==> src/rtl/mmap_pkg.sv <==
package mmap_pkg;
  typedef struct packed {
    logic       ext;
    logic [1:0] page;
  } win_map_t;

  // layout number and window -> page source
  function automatic win_map_t win_lookup(input logic [2:0] lay, input logic [1:0] win);
    win_map_t m;
    m.ext  = 1'b0;
    m.page = win;
    case (lay)
      3'd1: if (win == 2'd3) m.ext = 1'b1;
      3'd2: m.ext = 1'b1;
      3'd3: begin
        if (win == 2'd3) m.ext = 1'b1;
        if (win == 2'd1) m.page = 2'd3;
      end
      3'd4, 3'd5, 3'd6, 3'd7: if (win == 2'd1) begin
        m.ext  = 1'b1;
        m.page = lay[1:0];
      end
      default: ;
    endcase
    return m;
  endfunction
endpackage

==> src/rtl/mmap_cfg_reg.sv <==
module mmap_cfg_reg #(
  parameter int BANK_W = 3,
  parameter int LAY_W  = 3
) (
  input  logic              clk,
  input  logic              rst,
  input  logic              io_wr,
  input  logic [7:0]        io_data,
  output logic [BANK_W-1:0] bank_q,
  output logic [LAY_W-1:0]  lay_q
);
  logic hit;
  assign hit = io_wr && (io_data[7:6] == 2'b11);

  always_ff @(posedge clk) begin
    if (rst) begin
      bank_q <= '0;
      lay_q  <= '0;
    end else if (hit) begin
      bank_q <= io_data[LAY_W +: BANK_W];
      lay_q  <= io_data[LAY_W-1:0];
    end
  end

  AST_CFG_HOLD: assert property (@(posedge clk) disable iff (rst)
    !(io_wr && io_data[7:6] == 2'b11) |=> ($stable(bank_q) && $stable(lay_q)));
endmodule

==> src/rtl/mmap_xlate.sv <==
module mmap_xlate
  import mmap_pkg::*;
#(
  parameter int ADDR_W = 16,
  parameter int BANK_W = 3,
  parameter int LAY_W  = 3,
  localparam int OFS_W  = ADDR_W - 2,
  localparam int PHYS_W = 1 + BANK_W + ADDR_W
) (
  input  logic [LAY_W-1:0]  lay,
  input  logic [BANK_W-1:0] bank,
  input  logic [ADDR_W-1:0] addr,
  output logic [PHYS_W-1:0] phys
);
  win_map_t tab [4];

  for (genvar w = 0; w < 4; w++) begin : g_win
    assign tab[w] = win_lookup(lay, 2'(w));
  end

  win_map_t sel;
  always_comb begin
    sel  = tab[addr[ADDR_W-1 -: 2]];
    phys = {sel.ext, (sel.ext ? bank : {BANK_W{1'b0}}), sel.page, addr[OFS_W-1:0]};
  end
endmodule

==> src/rtl/mmap_rom_steer.sv <==
module mmap_rom_steer #(
  parameter int ADDR_W = 16
) (
  input  logic              rd,
  input  logic [ADDR_W-1:0] addr,
  input  logic              lo_en,
  input  logic              hi_en,
  output logic              sel,
  output logic              upper
);
  logic [1:0] win;
  assign win = addr[ADDR_W-1 -: 2];

  always_comb begin
    upper = (win == 2'd3);
    sel   = rd && (((win == 2'd0) && lo_en) || ((win == 2'd3) && hi_en));
  end
endmodule

==> src/rtl/banked_mem_mapper.sv <==
module banked_mem_mapper #(
  parameter int ADDR_W = 16,
  parameter int BANK_W = 3,
  parameter int LAY_W  = 3,
  localparam int PHYS_W = 1 + BANK_W + ADDR_W
) (
  input  logic              clk,
  input  logic              rst,
  input  logic              io_wr,
  input  logic [7:0]        io_data,
  input  logic              cpu_rd,
  input  logic              cpu_wr,
  input  logic [ADDR_W-1:0] cpu_addr,
  input  logic              lo_rom_en,
  input  logic              hi_rom_en,
  input  logic [ADDR_W-1:0] vid_addr,
  output logic              acc_valid,
  output logic              ram_we,
  output logic [PHYS_W-1:0] ram_addr,
  output logic              rom_sel,
  output logic              rom_upper,
  output logic [PHYS_W-1:0] vid_ram_addr
);
  logic [BANK_W-1:0] bank_q;
  logic [LAY_W-1:0]  lay_q;
  logic [PHYS_W-1:0] phys_d;
  logic              rsel_d, rup_d;

  mmap_cfg_reg #(.BANK_W(BANK_W), .LAY_W(LAY_W)) u_cfg (
    .clk(clk), .rst(rst), .io_wr(io_wr), .io_data(io_data),
    .bank_q(bank_q), .lay_q(lay_q));

  mmap_xlate #(.ADDR_W(ADDR_W), .BANK_W(BANK_W), .LAY_W(LAY_W)) u_xl (
    .lay(lay_q), .bank(bank_q), .addr(cpu_addr), .phys(phys_d));

  mmap_rom_steer #(.ADDR_W(ADDR_W)) u_rom (
    .rd(cpu_rd), .addr(cpu_addr), .lo_en(lo_rom_en), .hi_en(hi_rom_en),
    .sel(rsel_d), .upper(rup_d));

  always_ff @(posedge clk) begin
    if (rst) begin
      acc_valid    <= 1'b0;
      ram_we       <= 1'b0;
      ram_addr     <= '0;
      rom_sel      <= 1'b0;
      rom_upper    <= 1'b0;
      vid_ram_addr <= '0;
    end else begin
      acc_valid    <= cpu_rd || cpu_wr;
      ram_we       <= cpu_wr && !cpu_rd;
      ram_addr     <= phys_d;
      rom_sel      <= rsel_d && !cpu_wr;
      rom_upper    <= rup_d;
      vid_ram_addr <= {{(PHYS_W-ADDR_W){1'b0}}, vid_addr};
    end
  end

  AST_WRITE_NOT_ROM: assert property (@(posedge clk) disable iff (rst)
    ram_we |-> !rom_sel);
  AST_LO_ROM_RANGE: assert property (@(posedge clk) disable iff (rst)
    (rom_sel && !rom_upper) |-> (ram_addr[ADDR_W-1 -: 2] == 2'd0));
  AST_VID_BASE: assert property (@(posedge clk) disable iff (rst)
    1'b1 |=> (vid_ram_addr == {{(PHYS_W-ADDR_W){1'b0}}, $past(vid_addr)}));
  AST_FLAT_MAP: assert property (@(posedge clk) disable iff (rst)
    (lay_q == '0 && cpu_rd) |=> (ram_addr == {{(PHYS_W-ADDR_W){1'b0}}, $past(cpu_addr)}));
  AST_IDLE_QUIET: assert property (@(posedge clk) disable iff (rst)
    !(cpu_rd || cpu_wr) |=> (!acc_valid && !ram_we && !rom_sel));
endmodule

==> config.mk <==
export PLATFORM = sky130hd
export DESIGN_NAME = banked_mem_mapper
export DESIGN_NICKNAME = d
export VERILOG_FILES = /design/src/rtl/mmap_pkg.sv /design/src/rtl/mmap_cfg_reg.sv /design/src/rtl/mmap_xlate.sv /design/src/rtl/mmap_rom_steer.sv /design/src/rtl/banked_mem_mapper.sv
export SDC_FILE = /design/constraint.sdc
export NUM_CORES = 1
export LEC_CHECK = 0
export BUFFER_PORTS_ARGS = -buffer_cell sky130_fd_sc_hd__clkbuf_2
export CORE_UTILIZATION = 32
export CTS_CLUSTER_DIAMETER = 100
export CTS_CLUSTER_SIZE = 25
export DETAILED_ROUTE_END_ITERATION = 10
export PLACE_DENSITY = 0.74
export SYNTH_ARGS = -nofsm -noshare
export SYNTH_HDL_FRONTEND = slang
export SYNTH_SLANG_ARGS = --single-unit
==> constraint.sdc <==
create_clock -name clk -period 2.6 [get_ports clk]
set_clock_uncertainty 0.1 [all_clocks]
set_input_delay 0.26 -clock clk [delete_from_list [all_inputs] [get_ports clk]]
set_output_delay 0.26 -clock clk [all_outputs]
set_load 0.03 [all_outputs]
==> results by group, run 1 <==
Finish
  – ANT cells: 0
  – Layout Cells excl Fill: between 200 and 300
  – Finished Core Util: roughly 47%
  – Area Overhead vs Synth: 39.0%
  – Commonest non-fill, non-tap cells in the layout: 86 x clkbuf_2, 46 x dfxtp_1, 30 x nor2b_1, 10 x nor2_1, 6 x mux2i_1
  – Commonest non-fill, non-tap cell in the layout: clkbuf_2
  – FILL cells: 392
  – Layout cell share with drive strength beyond 1: about 45%
  – Final net count: ~250

STA
  – Min Hold Slack: between 0.05 and 0.06 ns
  – Final min period: about 1.3 ns
  – Final Cycle Share: roughly half
  – # setup viols final: 0
  – Fin Setup TNS: 0 ns
  – Fin. max-slew vios: 0
  – RSZ-0062 raised after global routing: false
  – Slew HR: between 40% and 50%
  – Final Hold Vio Count: 0
  – F_max: between 0.7 and 0.8 GHz
  – Final worst slack: 1.31 ns
  – Least-Margin Pin Slew: a little under 0.8 ns

Critical path
  – CP startpoint kind: flop
  – FF-to-FF Start: u_cfg.lay_q[2]
  – R2R depth: 3
  – Critical path type: flop to flop
  – WP buf/inv: 0
  – Crit path arrival time: roughly 1.4 ns
  – CP max stage delay: 0.40 ns
  – WP data required: 2.73 ns
  – Crit end category: flop
  – Levels on crit path: 3
  – Reg2Reg Capture Point: ram_addr[18]
  – Crit-path max FO: 6
  – CP top delay family: simple AND/OR/NAND/NOR gates
  – Cell Chain, Critical Path: or3b_1 -> a31oi_2 -> and2_1
  – R2r setup slk: 1.31 ns
  – Slowest stage cell, crit path: or3b_1

Pwr
  – Internal power: between 0.0009 and 0.001 W
  – NetSw: roughly 0.00032 W
  – Part of the power in registers: a little under three fifths
  – Worst vdd ir: approximately 180 uV
  – Combinational power share: 13.1%
  – Switching fraction of total power: between 20% and 30%
  – Clock share of power: roughly 30%
  – Leak pwr: approximately 0.97 nW
  – PwrDens: roughly 700 mW/mm^2

Yosys
  – Synth Area in Compound Gates: roughly 2.6%
  – Mux cell area share after synthesis: approximately 4.4%
  – Ys Warns: 0
  – Most used DFF post-synth: dfxtp_1
  – Synth Area in XOR/XNOR: 0%
  – Largest family of logic cells by synthesized area: simple AND/OR/NAND/NOR gates
  – Post-synth EDFFs: 0
  – Part of the Yosys area used for sequential elements: around two thirds
  – Post-synthesis simple-gate area fraction: ~22%
  – Ys async rst share: 0%
  – Synthesized area: roughly 0.0014 sq mm
  – Syn avg cell area: between 10 and 15 sq um
  – Synthesized netlist cell count: around 120
  – Synth Register Bits: 46
  – Adder-cell share of the synthesized area: 0%
  – Count of cell types in the netlist: 20

Clock network
  – Post-CTS setup buffers: 0
  – Max H-tree Level: 2
  – CTS sink cnt: 46
  – Post-cts resize count: 0
  – TritonCTS clock tree: done
  – CTS Buffer Depth: 2
  – Post-cts hold buffer count: 0
  – CTS clock-pin slew for the worst setup and hold paths: approximately 0.070 ns
  – Clock Latency Late Sink: between 0.2 and 0.3 ns
  – Root Buffer: clkbuf_8
  – CTS Buf Count: 5

Place
  – DP Cell Count: 249
  – Gp weighted congestion: around 0.66
  – Port buffer count: 86
  – Setup WS pre-CTS: 1.17 ns
  – HPWL Detailed: 2.05 mm

Routing
  – Avg WL per Cell: between 10 and 15 microns
  – Vias: 1068
  – Drt first pass iters: 4
  – Post-route ant nets: 0
  – DR vias/cell: 4.17
  – First DRT Iteration DRCs: 24
  – DRC: 0
  – Final wirelength: around 2.7 mm

Global routing
  – Total GRT Usage: roughly 12%
  – Grt total ovfl: 0
  – First-pass GRT wire length: 3.90 mm
  – Largest net degree at the start of global routing: 43
  – Initial antenna violation count: 0
  – Vias in the first global route: between 900 and 1000

Hold path
  – Hold wc startpoint: cpu_rd
  – Worst Hold End: ram_we
  – Worst min-delay path class: primary input to flop
  – Hold Path Stages: 2

Status
  – Status: finished, final reports clean

Floorplanning
  – Die W: 67.5 microns
  – Total die area: approximately 0.0046 sq mm
  – Std-Cell Rows: 23
  – Initial core utilization: roughly a third
  – Chip Height: about 68 microns
  – Ports: around 90
  – Core ar.: approximately 0.004 sq mm

Job
  – Max Cap Viol: 0
==> worst reg2reg max path: stages, from the launching register on <==
cell and delay (ns):
dfxtp_1 0.35, or3b_1 0.40, a31oi_2 0.24, and2_1 0.16
==> registers in the layout (all words and copies together), names as in the netlist <==
signal and flops:
u_cfg.lay_q 3, vid_ram_addr 16, ram_we 1, ram_addr 20
rom_sel 1, u_cfg.bank_q 3, acc_valid 1, rom_upper 1
==> stage by stage <==
stage               instance area [sq um]  power (W)
CTS                                  1910    0.00133
detailed placement                   1830   0.000936
global route                         1910    0.00137
global placement                     1830   0.000934
finish                               1910    0.00130
floorplan                            1390   0.000871
==> cells by family (layout without fill, tap and decap cells) <==
group,Yosys count,count (layout)
and+or+nand+nor,51,51
DFF,46,46
buffers and inverters,9,94
muxes,6,6
AOI/OAI and AO/OA,5,5
other,1,4
==> cell type report <==
type	instances	area, sq um	share of cell area [%]
Clock buffer	7	76.3	4.00
Tap cell	50	62.6	3.28
Sequential cell	46	921	48.2
Timing Repair Buffer	86	430	22.5
Multi-Input combinational cell	66	415	21.8
Inverter	1	3.75	0.197
==> synthesized netlist by cell type (all sizes together), types with 2 or more instances <==
cell type	count	area share [%]
a31oi	2	1.4
nor2	10	2.7
nor3b	2	1.1
dfxtp	46	67
and2	3	1.4
nor2b	30	14
clkbuf	4	1.1
buf	4	2.2
a21oi	2	0.73
mux2i	6	4.4
==> how the worst max path moves through the flow <==
stage | start | end | slack (ns)
6_report | u_cfg.lay_q[2] | ram_addr[18] | 1.31
5_1_grt | u_cfg.lay_q[2] | ram_addr[16] | 1.21
3_3_place_gp | rst | ram_addr[18] | 1.17
2_1_floorplan | u_cfg.lay_q[2] | ram_addr[16] | 1.40
3_5_place_dp | rst | ram_addr[18] | 1.17
4_1_cts | u_cfg.lay_q[2] | ram_addr[18] | 1.30
==> power by group through the flow <==
stage                     logic [W]  registers (W)  clock network, W
after floorplan           0.0000483       0.000823                 0
after global placement     0.000171       0.000762                 0
after detailed placement   0.000172       0.000764                 0
after CTS                  0.000173       0.000747          0.000408
after global routing       0.000186       0.000750          0.000435
final                      0.000171       0.000747          0.000387
==> per-layer routing <==
layer  vias up  wire length (microns)  track usage [%]
met3         7                    304             6.76
met5         -                      0                0
li1        542                      -                -
met4         0                     63             7.18
met1       467                    945             10.1
met2        52                   1340             21.9
(Power assumes the default switching activity.)
==> run 2: changes to the inputs <==
==> constraint.sdc (replaced) <==
create_clock -name clk -period 1.35 [get_ports clk]
set_clock_uncertainty 0.1 [all_clocks]
set_input_delay 0.135 -clock clk [delete_from_list [all_inputs] [get_ports clk]]
set_output_delay 0.135 -clock clk [all_outputs]
set_load 0.03 [all_outputs]
==> results by group, run 2 (synthesis results as in run 1) <==
Hold path
  – Hold wc startpoint: cpu_addr[15]
  – Worst min-delay path class: primary input to flop
  – Hold Path Stages: 3
  – Worst Hold End: rom_upper

Critical path
  – CP startpoint kind: flop
  – WP buf/inv: 0
  – R2R depth: 3
  – Cell Chain, Critical Path: or3b_1 -> a31oi_2 -> and2_1
  – Critical path type: flop to flop
  – CP max stage delay: between 0.3 and 0.4 ns
  – R2r setup slk: around 0.059 ns
  – Crit end category: flop
  – FF-to-FF Start: u_cfg.lay_q[2]
  – Reg2Reg Capture Point: ram_addr[16]
  – CP top delay family: simple AND/OR/NAND/NOR gates
  – Crit path arrival time: between 1 and 1.5 ns
  – WP data required: approximately 1.5 ns
  – Slowest stage cell, crit path: or3b_1
  – Crit-path max FO: 6

Place
  – Gp weighted congestion: between 0.6 and 0.7
  – Setup WS pre-CTS: approximately 0.072 ns
  – HPWL Detailed: ~2.1 mm
  – Port buffer count: 86

STA
  – Final Cycle Share: a little over nine tenths
  – # setup viols final: 0
  – Final worst slack: just under 0.06 ns
  – Fin Setup TNS: 0 ns
  – Fin. max-slew vios: 0
  – Final Hold Vio Count: 0
  – F_max: 0.775 GHz
  – Min Hold Slack: ~0.045 ns
  – Final min period: ~1.3 ns
  – RSZ-0062 raised after global routing: false

Floorplanning
  – Core ar.: between 0.004 and 0.005 sq mm
  – Die W: roughly 68 microns
  – Initial core utilization: 33.9%
  – Chip Height: 67.5 microns
  – Std-Cell Rows: 23
  – Total die area: between 0.004 and 0.005 sq mm
  – Ports: roughly 90

Pwr
  – Worst vdd ir: 372 uV
  – Clock share of power: between 30 and 40%
  – Internal power: 0.00214 W
  – Switching fraction of total power: between 20% and 30%
  – Combinational power share: between 10% and 20%
  – Leak pwr: roughly 1.2 nW
  – PwrDens: around 1200 mW/mm^2
  – Part of the power in registers: just over 50%
  – NetSw: roughly 0.00066 W

Clock network
  – CTS Buffer Depth: 2
  – Clock Latency Late Sink: about 0.28 ns
  – Post-cts resize count: 0
  – CTS sink cnt: 46
  – TritonCTS clock tree: done
  – Root Buffer: clkbuf_8
  – CTS Buf Count: 5
  – CTS clock-pin slew for the worst setup and hold paths: 0.08 ns
  – Max H-tree Level: 2

Routing
  – Final wirelength: ~3.3 mm
  – Vias: around 1200
  – Drt first pass iters: 4
  – DR vias/cell: just over 4
  – Post-route ant nets: 0
  – First DRT Iteration DRCs: 47
  – DRC: 0
  – Avg WL per Cell: approximately 11 microns

Finish
  – ANT cells: 0
  – Area Overhead vs Synth: 71.7%
  – Largest Register: ram_addr
  – Largest regs: ram_addr (20), vid_ram_addr (16)
  – Commonest non-fill, non-tap cell in the layout: clkbuf_2
  – Final net count: between 200 and 300
  – Max reg flops: 20
  – Commonest non-fill, non-tap cells in the layout: 86 x clkbuf_2, 46 x dfxtp_1, 38 x dlygate4sd3_1, 30 x nor2b_1, 10 x nor2_1
  – Layout cell share with drive strength beyond 1: around two fifths

Status
  – Status: finished, final reports clean

Global routing
  – Initial antenna violation count: 0
  – First-pass GRT wire length: between 4 and 5 mm
  – Grt total ovfl: 0
  – Vias in the first global route: about 1200
  – Largest net degree at the start of global routing: 26
  – Total GRT Usage: 14.7%

Job
  – Max Cap Viol: 0
-- run 2: worst max-delay path by stage --
| stage | end | slack (ns) | cells after the start | from |
|---|---|---|---|---|
| floorplan | ram_addr[16] | 0.15 | 3 | u_cfg.lay_q[2] |
| global placement | ram_addr[17] | 0.10 | 3 | u_cfg.lay_q[2] |
| detailed placement | ram_addr[16] | 0.07 | 3 | u_cfg.lay_q[2] |
| CTS | ram_addr[16] | 0.05 | 3 | u_cfg.lay_q[2] |
| global route | ram_addr[16] | 0.009 | 3 | u_cfg.lay_q[2] |
| finish | ram_addr[16] | 0.06 | 3 | u_cfg.lay_q[2] |
-- run 2: worst min-delay path, stage by stage --
cell,delay (ns)
clkbuf_2,0.13
inv_1,0.08
nor2_1,0.04
-- run 2: cell type report --
type,count,area (sq um)
multi-input combinational,66,415
sequential,46,921
inverter,1,3.75
tap,50,62.6
timing repair buffer,127,846
clock buffer,8,110
fill,345,1700
-- run 2: per-stage QoR --
step / power, W / cells / cell area, sq um / util (%)
finish: 0.00279 / 298 / 2360 / 58.1
global placement: 0.00181 / 252 / 1870 / 46.0
global route: 0.00293 / 298 / 2360 / 58.1
detailed placement: 0.00181 / 252 / 1870 / 46.0
floorplan: 0.00168 / 121 / 1390 / -
CTS: 0.00283 / 298 / 2360 / 58.1
-- run 2: power by group through the flow --
stage	Clock, W	Combinational [W]	Sequential [W]
4_1_cts	0.000957	0.000432	0.00144
6_report	0.000925	0.000433	0.00144
5_1_grt	0.00101	0.000469	0.00144
3_3_place_gp	0	0.000342	0.00147
3_5_place_dp	0	0.000345	0.00147
2_1_floorplan	0	0.0000929	0.00158
-- run 2: routing by layer --
metal  part of all wire, %  vias to the layer above  wire length, microns  global-route usage, %
met4                   2.6                        0                    87                   9.04
met2                    55                       55                  1790                   30.0
met1                    36                      540                  1180                   12.0
li1                      -                      622                     -                      -
met5                     0                        -                     0                      0
met3                   6.9                       10                   228                   4.05
-- run 2: what timing repair did --
| action | in CTS | in global routing |
|---|---|---|
| buffers inserted | 0 | 0 |
| hold buffers | 38 | 0 |
| hold endpoints to repair | 39 | 0 |
==> run 3: changes to the inputs <==
--- a/config.mk
+++ b/config.mk
@@ -6,11 +6,11 @@
 export NUM_CORES = 1
 export LEC_CHECK = 0
 export BUFFER_PORTS_ARGS = -buffer_cell sky130_fd_sc_hd__clkbuf_2
-export CORE_UTILIZATION = 32
+export CORE_UTILIZATION = 33
 export CTS_CLUSTER_DIAMETER = 100
 export CTS_CLUSTER_SIZE = 25
 export DETAILED_ROUTE_END_ITERATION = 10
-export PLACE_DENSITY = 0.74
+export PLACE_DENSITY = 0.76
 export SYNTH_ARGS = -nofsm -noshare
 export SYNTH_HDL_FRONTEND = slang
 export SYNTH_SLANG_ARGS = --single-unit
==> results by group, run 3 (synthesis results as in run 1) <==
Status
  – Status: finished with violations
  – Failing checks: DRC

Finish
  – Largest regs: ram_addr (20), vid_ram_addr (16)
  – Layout cell share with drive strength beyond 1: between 30% and 40%
  – Commonest non-fill, non-tap cell in the layout: clkbuf_2
  – Commonest non-fill, non-tap cells in the layout: 86 x clkbuf_2, 46 x dfxtp_1, 38 x dlygate4sd3_1, 30 x nor2b_1, 10 x nor2_1
  – Final instance area: 0.00233 sq mm
  – Area Overhead vs Synth: 69.9%
  – Max reg flops: 20
  – ANT cells: 0
  – Final net count: 292
  – Largest Register: ram_addr

Place
  – HPWL Detailed: between 1.5 and 2 mm
  – Placed cell area: roughly 0.0019 sq mm
  – Gp weighted congestion: 0.622
  – Port buffer count: 86

Floorplanning
  – Std-Cell Rows: 23
  – Chip Height: ~67 microns
  – Initial core utilization: around a third
  – Core ar.: approximately 0.004 sq mm
  – Total die area: ~0.0044 sq mm
  – Die W: 66.5 microns
  – Ports: 91

STA
  – Fin. max-slew vios: 0
  – Min Hold Slack: ~0.045 ns
  – F_max: roughly 0.8 GHz
  – RSZ-0062 raised after global routing: false
  – Fin Setup TNS: 0 ns
  – # setup viols final: 0
  – Final Hold Vio Count: 0
  – Final min period: around 1.3 ns
  – Final Cycle Share: between 90% and 100%

Clock network
  – CTS clock-pin slew for the worst setup and hold paths: around 0.08 ns
  – Post-CTS setup buffers: 0
  – Max H-tree Level: 2
  – Root Buffer: clkbuf_8
  – CTS Buf Count: 5
  – TritonCTS clock tree: done
  – Clock Latency Late Sink: approximately 0.28 ns
  – CTS sink cnt: between 40 and 50
  – CTS Buffer Depth: 2

Critical path
  – WP data required: between 1 and 1.5 ns
  – Crit-path max FO: 6
  – Critical path type: flop to flop
  – Crit end category: flop
  – Cell Chain, Critical Path: or3b_1 -> a31oi_4 -> and2_1
  – CP max stage delay: ~0.42 ns
  – Crit path arrival time: around 1.4 ns
  – Slowest stage cell, crit path: or3b_1
  – CP startpoint kind: flop

Pwr
  – Worst vdd ir: between 500 and 600 uV
  – Leak pwr: roughly 1.1 nW
  – Design Power: approximately 0.0027 W
  – PwrDens: 1150 mW/mm^2

Global routing
  – Vias in the first global route: between 1000 and 1500
  – First-pass GRT wire length: around 4.6 mm
  – Total GRT Usage: between 10 and 15%
  – Grt total ovfl: 0
  – Initial antenna violation count: 0
  – Largest net degree at the start of global routing: 25

Hold path
  – Worst min-delay path class: primary input to flop

Routing
  – Vias: 1228
  – Final wirelength: ~3.1 mm
  – DRC: 2
  – Avg WL per Cell: approximately 11 microns
  – First DRT Iteration DRCs: 23
  – Drt first pass iters: 7
  – DR vias/cell: 4.15
  – Post-route ant nets: 0

Job
  – Max Cap Viol: 0
[run 3: cell types whose count changed in the layout (fill, tap and decap cells not counted), sizes merged]
cell | previous run | this run
clkinv | 0 | 1
buf | 3 | 1
clkbuf | 94 | 93
[run 3: routing by layer]
metal	global-route usage, %	vias to the layer above	routed length (microns)
li1	-	617	-
met1	13.8	544	1180
met2	26.3	60	1600
met3	5.82	7	287
met4	6.38	0	55
met5	0	-	0
[run 3: final timing paths]
path / slack [ns] / depth (start not counted) / to / from
max: 0.07 / 3 / ram_addr[17] / u_cfg.lay_q[2]
min: 0.04 / 3 / rom_upper / cpu_addr[15]
max reg2reg: 0.07 / 3 / ram_addr[17] / u_cfg.lay_q[2]
min reg2reg: 0.36 / 1 / ram_addr[16] / u_cfg.bank_q[0]
[run 3: timing repair]
action / in CTS / in global routing
hold buffers: 38 / 0
gates resized for setup: 0 / 1
endpoints found under the hold margin: 39 / 0
setup endpoints to repair: 0 / 1
[run 3: area by class of cell]
cell class	count	area [sq um]
clock buffer	7	86.3
clock inverter	1	5.00
fill	328	1670
inverter	1	3.75
multi-input combinational	66	424
sequential	46	921
tap	50	62.6
timing repair buffer	125	831
[run 3: critical path, delay by kind of cell, from the launching register on]
| family | cells | cell delay (ns) |
|---|---|---|
| AND/OR/NAND/NOR | 2 | 0.56 |
| AO/OA/AOI/OAI | 1 | 0.21 |
| flip-flops | 1 | 0.35 |
[run 3: power breakdown]
| part | leakage, nW | switching (W) | internal, W |
|---|---|---|---|
| registers | 0.381 | 0.0000198 | 0.00142 |
| clock network | 0.0482 | 0.000404 | 0.000413 |
| logic | 0.719 | 0.000230 | 0.000198 |
[run 3: metrics by stage]
| stage | cells | setup slack, ns | utilization [%] |
|---|---|---|---|
| floorplan | 121 | 0.152 | - |
| finish | 296 | 0.0745 | 58.3 |
| global placement | 250 | 0.109 | 46.3 |
| detailed placement | 250 | 0.0935 | 46.3 |
| CTS | 296 | 0.0762 | 58.1 |
| global route | 296 | 0.0109 | 58.3 |
